--- src/rtl/ddr_burst2_pkg.sv ---
package ddr_burst2_pkg;
  // Strobes from control to datapath for one clk edge
  typedef struct packed {
    logic wrEn;
    logic rdEn;
  } strobe_t;
endpackage

--- src/rtl/ddr_burst2_ctrl.sv ---
module ddr_burst2_ctrl
  import ddr_burst2_pkg::*;
#(
  parameter int ADDR_W   = 4,
  parameter int WIDE_CFG = 1,
  parameter int IDX_W    = 4
) (
  input  logic              clk,
  input  logic              rst,
  input  logic              ldStrobe,
  input  logic              rdWr,
  input  logic              latMode,
  input  logic [ADDR_W-1:0] addr,
  output logic              kPhase,
  output strobe_t           strb,
  output logic [IDX_W-1:0]  wrIdx,
  output logic [IDX_W-1:0]  rdIdx
);
  localparam int STAGES = 4;

  typedef struct packed {
    logic             valid;
    logic             isRd;
    logic             slow;
    logic [IDX_W-1:0] idx;
  } stage_t;

  stage_t pipe [STAGES];
  logic   kPhaseQ;
  logic [IDX_W-1:0] startIdx;

  // Burst counter seed: address LSB or forced word 0
  generate
    if (WIDE_CFG != 0) begin : g_wide
      assign startIdx = addr[IDX_W-1:0];
    end else begin : g_narrow
      assign startIdx = {addr, 1'b0};
    end
  endgenerate

  function automatic logic [IDX_W-1:0] otherWord(input logic [IDX_W-1:0] i);
    return {i[IDX_W-1:1], ~i[0]};
  endfunction

  always_ff @(posedge clk) begin
    if (rst) begin
      kPhaseQ <= 1'b1;
      for (int i = 0; i < STAGES; i++) pipe[i] <= '0;
    end else begin
      kPhaseQ <= ~kPhaseQ;
      pipe[0] <= '{valid: kPhaseQ && ldStrobe, isRd: rdWr, slow: latMode, idx: startIdx};
      for (int i = 1; i < STAGES; i++) pipe[i] <= pipe[i-1];
    end
  end

  assign kPhase = kPhaseQ;

  always_comb begin
    strb  = '0;
    wrIdx = '0;
    rdIdx = '0;
    // write beats: first on the next K edge, second on the following K# edge
    if (pipe[1].valid && !pipe[1].isRd) begin
      strb.wrEn = 1'b1;
      wrIdx     = pipe[1].idx;
    end else if (pipe[2].valid && !pipe[2].isRd) begin
      strb.wrEn = 1'b1;
      wrIdx     = otherWord(pipe[2].idx);
    end
    // read beats, placed by the latency sampled with the command
    if (pipe[3].valid && pipe[3].isRd && pipe[3].slow) begin
      strb.rdEn = 1'b1;
      rdIdx     = otherWord(pipe[3].idx);
    end else if (pipe[2].valid && pipe[2].isRd && pipe[2].slow) begin
      strb.rdEn = 1'b1;
      rdIdx     = pipe[2].idx;
    end else if (pipe[2].valid && pipe[2].isRd && !pipe[2].slow) begin
      strb.rdEn = 1'b1;
      rdIdx     = otherWord(pipe[2].idx);
    end else if (pipe[1].valid && pipe[1].isRd && !pipe[1].slow) begin
      strb.rdEn = 1'b1;
      rdIdx     = pipe[1].idx;
    end
  end

  // commands are accepted on alternate edges only
  a_r2_no_adjacent_loads: assert property (@(posedge clk) disable iff (rst)
    pipe[0].valid |=> !pipe[0].valid);

  // a first write beat on a K edge is followed by its second beat
  a_r3_beat_pair: assert property (@(posedge clk) disable iff (rst)
    (strb.wrEn && kPhaseQ) |=> strb.wrEn);

  // the K# write beat targets the other word of the same row
  a_r5_other_word: assert property (@(posedge clk) disable iff (rst)
    (strb.wrEn && !kPhaseQ) |->
      ($past(strb.wrEn) && (wrIdx[0] != $past(wrIdx[0])) &&
       (wrIdx[IDX_W-1:1] == $past(wrIdx[IDX_W-1:1]))));
endmodule

--- src/rtl/ddr_burst2_dpath.sv ---
module ddr_burst2_dpath
  import ddr_burst2_pkg::*;
#(
  parameter int DATA_W = 16,
  parameter int BYTE_W = 8,
  parameter int IDX_W  = 4
) (
  input  logic                     clk,
  input  logic                     rst,
  input  strobe_t                  strb,
  input  logic [IDX_W-1:0]         wrIdx,
  input  logic [IDX_W-1:0]         rdIdx,
  input  logic [DATA_W-1:0]        wrData,
  input  logic [DATA_W/BYTE_W-1:0] byteWeN,
  output logic [DATA_W-1:0]        rdData,
  output logic                     rdOe
);
  localparam int NBYTES = DATA_W / BYTE_W;
  localparam int DEPTH  = 1 << IDX_W;

  logic [DATA_W-1:0] mem [DEPTH];

  // storage is not reset
  always_ff @(posedge clk) begin
    if (strb.wrEn) begin
      for (int b = 0; b < NBYTES; b++) begin
        if (!byteWeN[b]) mem[wrIdx][b*BYTE_W +: BYTE_W] <= wrData[b*BYTE_W +: BYTE_W];
      end
    end
  end

  always_ff @(posedge clk) begin
    if (rst) begin
      rdOe   <= 1'b0;
      rdData <= '0;
    end else begin
      rdOe   <= strb.rdEn;
      rdData <= strb.rdEn ? mem[rdIdx] : '0;
    end
  end

  // read beats are never driven singly
  a_r8_beats_in_pairs: assert property (@(posedge clk) disable iff (rst)
    $rose(rdOe) |=> rdOe);
endmodule

--- src/rtl/ddr_burst2_sram.sv ---
module ddr_burst2_sram
  import ddr_burst2_pkg::*;
#(
  parameter int ADDR_W   = 4,
  parameter int DATA_W   = 16,
  parameter int BYTE_W   = 8,
  parameter int WIDE_CFG = 1
) (
  input  logic                     clk,
  input  logic                     rst,
  input  logic                     ldStrobe,
  input  logic                     rdWr,
  input  logic                     latMode,
  input  logic [ADDR_W-1:0]        addr,
  input  logic [DATA_W-1:0]        wrData,
  input  logic [DATA_W/BYTE_W-1:0] byteWeN,
  output logic                     kPhase,
  output logic [DATA_W-1:0]        rdData,
  output logic                     rdOe
);
  localparam int ROW_W = (WIDE_CFG != 0) ? ADDR_W - 1 : ADDR_W;
  localparam int IDX_W = ROW_W + 1;

  strobe_t          strb;
  logic [IDX_W-1:0] wrIdx;
  logic [IDX_W-1:0] rdIdx;

  ddr_burst2_ctrl #(.ADDR_W(ADDR_W), .WIDE_CFG(WIDE_CFG), .IDX_W(IDX_W)) i_ctrl (
    .clk(clk), .rst(rst), .ldStrobe(ldStrobe), .rdWr(rdWr), .latMode(latMode),
    .addr(addr), .kPhase(kPhase), .strb(strb), .wrIdx(wrIdx), .rdIdx(rdIdx)
  );

  ddr_burst2_dpath #(.DATA_W(DATA_W), .BYTE_W(BYTE_W), .IDX_W(IDX_W)) i_dpath (
    .clk(clk), .rst(rst), .strb(strb), .wrIdx(wrIdx), .rdIdx(rdIdx),
    .wrData(wrData), .byteWeN(byteWeN), .rdData(rdData), .rdOe(rdOe)
  );
endmodule

--- config.mk ---
export PLATFORM = sky130hd
export DESIGN_NAME = ddr_burst2_sram
export DESIGN_NICKNAME = d
export VERILOG_FILES = /design/src/rtl/ddr_burst2_pkg.sv /design/src/rtl/ddr_burst2_ctrl.sv /design/src/rtl/ddr_burst2_dpath.sv /design/src/rtl/ddr_burst2_sram.sv
export SDC_FILE = /design/constraint.sdc
export NUM_CORES = 1
export LEC_CHECK = 0
export BUFFER_PORTS_ARGS = -buffer_cell sky130_fd_sc_hd__buf_2
export CAP_MARGIN = 20
export CORE_ASPECT_RATIO = 1.1
export CORE_MARGIN = 1.5
export CORE_UTILIZATION = 45
export DETAILED_ROUTE_END_ITERATION = 8
export PLACE_DENSITY_LB_ADDON = 0.3
export SLEW_MARGIN = 15
export SYNTH_ARGS = -nofsm -noshare
export SYNTH_HDL_FRONTEND = slang
export SYNTH_SLANG_ARGS = --single-unit
--- constraint.sdc ---
create_clock -name clk -period 3.9 [get_ports clk]
set_clock_uncertainty 0.15 [all_clocks]
set_input_delay 0.195 -clock clk [delete_from_list [all_inputs] [get_ports clk]]
set_output_delay 0.195 -clock clk [all_outputs]
set_load 0.02 [all_outputs]
# Word-level counts from Yosys, hierarchy flattened
# Memory sizes are Yosys's and may differ from the RTL's. A register that Yosys moved wholly into a read port is not among the register bits.
# Index checks and enable logic that the tools add are counted.
# W data, S select, Z words.
dict set report totals {
  regBits 2
  ramBits 284
  input_bits 27
  out_inout_bits 18
  word_cells 52
  mem_count 2
}
# name depth width read_ports rd_clocked_by_memory_dff wr line_no
set mem_list {}
lappend mem_list {i_dpath.mem 16 16 1 1 1 ddr_burst2_dpath.sv:21} ;# logic [DATA_W-1:0] mem [DEPTH];
lappend mem_list {i_ctrl.pipe 4 7 4 0 4 ddr_burst2_ctrl.sv:28} ;# stage_t pipe [STAGES];
dict set report op_classes {
  mux 25
  bitwise_logic 8
  reduce_logical 15
}
# operator count
set op_table {}
lappend op_table {{$mux W7} 4}
lappend op_table {{$mux W4} 6}
lappend op_table {{$mux W1} 15}
lappend op_table {{$logic_and A1 B1 Y1} 10}
lappend op_table {{$logic_not A1 Y1} 4}
lappend op_table {{$not A1 Y1} 4}
lappend op_table {{$or A1 B1 Y1} 4}
lappend op_table {{$reduce_or A2 Y1} 1}

# Longest topological paths before layout
# An unclocked memory read counts as a cell.
dict set report depth {
  ltp_word 9
  depth_mapped 10
  mapped_depth_nobuf 6
}

# Hierarchy
# A second synthesis with hierarchy kept.
dict set report hier_totals {
  hier_cells 682
  area_unflattened_um2 11568.6
}
# module instances cells_per_inst area_per_inst_um2 seq_area_each_um2
set by_module_without_submodules {}
lappend by_module_without_submodules {ddr_burst2_dpath 1 589 10591.4 8027.7}
lappend by_module_without_submodules {ddr_burst2_ctrl 1 93 977.2 580.6}

# Worst setup path after synthesis
# OpenSTA, ideal clock, no wires.
dict set report synth_path {
  kind {reg-to-reg}
  from {mem i_ctrl.pipe[0][13] (netlist bit)}
  to {reg i_dpath.rdData[10] (read register of i_dpath.mem)}
  setup_time_ps 138
  t_arrival_ps 2019
  required_time_ps 3612
  path_slack_ps 1593
  path_stages_with_launch 9
  n_path_buf 2
  period_less_slack_ps 2307
  cell_sequence {dfxtp_1 > and3b_1 > buf_6 > and3_4 > o21ai_4 > buf_6 > mux4_2 > a22oi_1 > o221ai_1}
}
# item line_no
set synth_lines {}
lappend synth_lines {{start, declared} ddr_burst2_ctrl.sv:28}
lappend synth_lines {{end, declared} ddr_burst2_dpath.sv:15} ;# output logic [DATA_W-1:0] rdData,

==> impl_metrics.csv <==
group,metric,value,unit
logic_synthesis,synth_ff_type,"edfxtp_1",
placed_design,post-place-ws,1.015,ns
logic_synthesis,synth_area_leader_cell,"edfxtp_1",
sta,tightest_slew,0.9338,ns
critical_path,crit_cells,7,
sta,slew_viol_final,0,
floorplan,fp.dieArea,26510,µm²
final_layout,layout.nets,762,
worst_hold_path,worstHoldStart,"byteWeN[1]",
logic_synthesis,synth-xor-area-share,0.07619,%
sta,grt_setup_unrepaired,"no",
placed_design,place_hpwl,14220,µm
drt,vias_per_cell,5.616,
logic_synthesis,yosys_register_bits,302,
critical_path,start_kind,"register",
power_and_ir_drop,leakagePower,0.004839,µW
logic_synthesis,synth_area,11490,µm²
critical_path,crit_chain,"nand2_2, and3_4, o21ai_4, buf_4, mux4_2, a22oi_1, o221ai_1",
floorplan,ios,45,
placed_design,routabilityCongestion,0.8052,
sta,period_share,73.20,%
logic_synthesis,async_reset_ff_share,0,%
critical_path,crit_buf_inv,1,
logic_synthesis,seq_area_frac_synth,74.89,%
worst_hold_path,hold_path_depth,3,
logic_synthesis,synthesis.nets,684,
final_layout,fin_util,52.96,%
critical_path,slowest_delay,0.56,ns
critical_path,ff2ff_path_depth,7,
clock_tree,path_clk_slew,0.06,ns
worst_hold_path,hold_class,"in2reg",
sta,relSlewSlack,37.38,%
critical_path,cpLargestDelayFamily,"compound AO/OA/AOI/OAI gates",
logic_synthesis,synth_top_area_share,66.88,%
floorplan,num_rows,61,
clock_tree,cts_tree,"built",
critical_path,crit_slowest_cell,"mux4_2",
logic_synthesis,yosys_warnings,0,
logic_synthesis,synth_edf_count,256,
sta,setup_viol,0,
clock_tree,htreeDepth,1,
drt,drtIter0Drc,548,
logic_synthesis,netlist_instances,657,
sta,setup_ws,1.045,ns
sta,hold_violations,0,
power_and_ir_drop,p_per_area,504.1,nW/µm²
sta,clock.fmax,350.3,MHz
logic_synthesis,synth.distinct_cells,43,
drt,vias,6020,
floorplan,coreArea,25190,µm²
clock_tree,cts_buffers,29,
grt,overflow,0,
power_and_ir_drop,ir_drop,0.0003288,V
critical_path,timing.reg2reg.setup_slack,1.05,ns
outcome,status,"finished clean",
drt,routed_wl,21790,µm
job,drv_cap,0,
clock_tree,clock_sinks,302,
logic_synthesis,synth_area_per_cell,17.50,µm²
sta,period_minus_slack,2.855,ns
final_layout,antenna_cells,0,
drt,ant_nets,0,
sta,tns,0,ns
logic_synthesis,muxShareOfSynthArea,9.285,%
power_and_ir_drop,total_power,6724,µW
logic_synthesis,synth-simple-area-share,7.238,%
critical_path,r2r_start,"i_ctrl.pipe[0][19]",
critical_path,cp_max_fo,25,
drt,routedWlPerCell,20.33,µm
logic_synthesis,synth.area.top_cells,"edfxtp_1, dfxtp_1, mux4_2",
logic_synthesis,synth_top_family_by_area,"multiplexers",
final_layout,syn2layout_area_growth,16.04,%
placed_design,place.port_buffers,44,
critical_path,critical_path.startpoint,"i_ctrl.pipe[0][19]",
clock_tree,cts_root_buffer,"clkbuf_16",
grt,antenna_found_initial,0,
clock_tree,cts-hold-fix-buffers,30,
logic_synthesis,synthAdderAreaFrac,0,%
critical_path,endpoint_kind,"register",
clock_tree,insertion_delay,0.53,ns
logic_synthesis,synth_compound_area_share,6.368,%
critical_path,worst_ep_required_time,4.10,ns
floorplan,start_util,45.64,%
clock_tree,clock_path_buffers,3,
critical_path,criticalPathCategory,"reg2reg",
clock_tree,cts_setup_buffers,0,
critical_path,worstPathArrival,3.06,ns
clock_tree,cts.repair.resized,0,
drt,dr.pass1.iters,5,
grt,grt_pass1_wl,33750,µm
floorplan,dieWidth,155.4,µm
drt,drc,0,
grt,grt_max_degree,97,
grt,grt_pass1_vias,5982,
grt,track_usage,16.70,%
floorplan,die_y,170.6,µm
final_layout,drive_gt1_share,17.44,%
[cell type report]
| class | instances | area (µm²) |
|---|---|---|
| timing repair buffer | 83 | 600.6 |
| clock buffer | 37 | 785.8 |
| clock inverter | 16 | 291.5 |
| sequential | 302 | 8608 |
| inverter | 3 | 11.26 |
| multi-input combinational | 316 | 2648 |
| fill | 1990 | 11850 |
| tap | 315 | 394.1 |
[flip-flops by register name, summed over array words and instances, names as in the netlist]
signal / flops
i_dpath.mem: 256
i_ctrl.pipe: 28
i_dpath.rdOe: 1
i_ctrl.kPhase: 1
i_dpath.rdData: 16
[cell families after synthesis]
family                    Yosys count
and+or+nand+nor                   168
DFF                               302
muxes                              64
xor gates and xnor gates            1
buffers and inverters              39
AOI/OAI and AO/OA                  83
[routing by layer]
layer  GRT usage, %  part of all wire, %  vias up
met5              0                    0        -
met4          3.892                  1.6        0
met3          2.685                  5.2       32
met2          27.43                   49      172
met1          23.59                   44     3034
li1               -                    -     2782
[worst register-to-register path, stage by stage (launching register included)]
cell and delay [ns]:
dfxtp_1 0.44, nand2_2 0.16, and3_4 0.24, o21ai_4 0.17, buf_4 0.42, mux4_2 0.58, a22oi_1 0.30, o221ai_1 0.22
[worst paths after layout]
path	endpoint
setup / recovery	i_dpath.rdData[8]
hold / removal	i_dpath.mem[0][14]
setup reg to reg	i_dpath.rdData[8]
hold reg to reg	i_ctrl.kPhase
[cell usage after synthesis (3+ instances only)]
cell / count
nor2b_1: 27
nand2b_1: 3
buf_6: 4
dfxtp_1: 46
nand3_1: 68
inv_1: 3
and3_1: 3
nor2_1: 41
mux4_2: 25
edfxtp_1: 256
buf_2: 6
mux4_1: 7
o211a_1: 32
a22oi_1: 17
nand2_1: 17
mux2i_1: 32
clkbuf_1: 20
o21a_1: 3
o221ai_1: 17
[report_power, final]
group	switching, µW	internal (µW)	total (µW)
logic	72.1	45.5	118
registers	8.43	3510	3520
clock network	1130	1950	3090
[layout by cell type (no fill, tap or decap), types with 3 or more instances in the layout]
cell and n:
nand2b_1 3, mux4_2 25, nand2_1 17, mux4_1 7
o221ai_1 17, nand3_1 68, edfxtp_1 256, buf_2 44
clkbuf_8 3, bufinv_16 8, o211a_1 32, nor2_1 41
dfxtp_1 46, nor2b_1 27, and3_1 3, mux2i_1 32
inv_1 3, a22oi_1 17, clkinv_2 5, dlygate4sd3_1 30
clkbuf_1 5, buf_4 8, clkbuf_16 29
[metrics by stage]
stage                     instances  area, µm²  hold slack (ns)
after floorplan                 657      11490           0.1439
after global placement          989      11960           0.2240
after detailed placement        989      11960           0.2250
after CTS                      1072      13340           0.2186
after global routing           1072      13340           0.2612
final                          1072      13340           0.2280
Note: power is estimated with default switching activity, not from simulation.
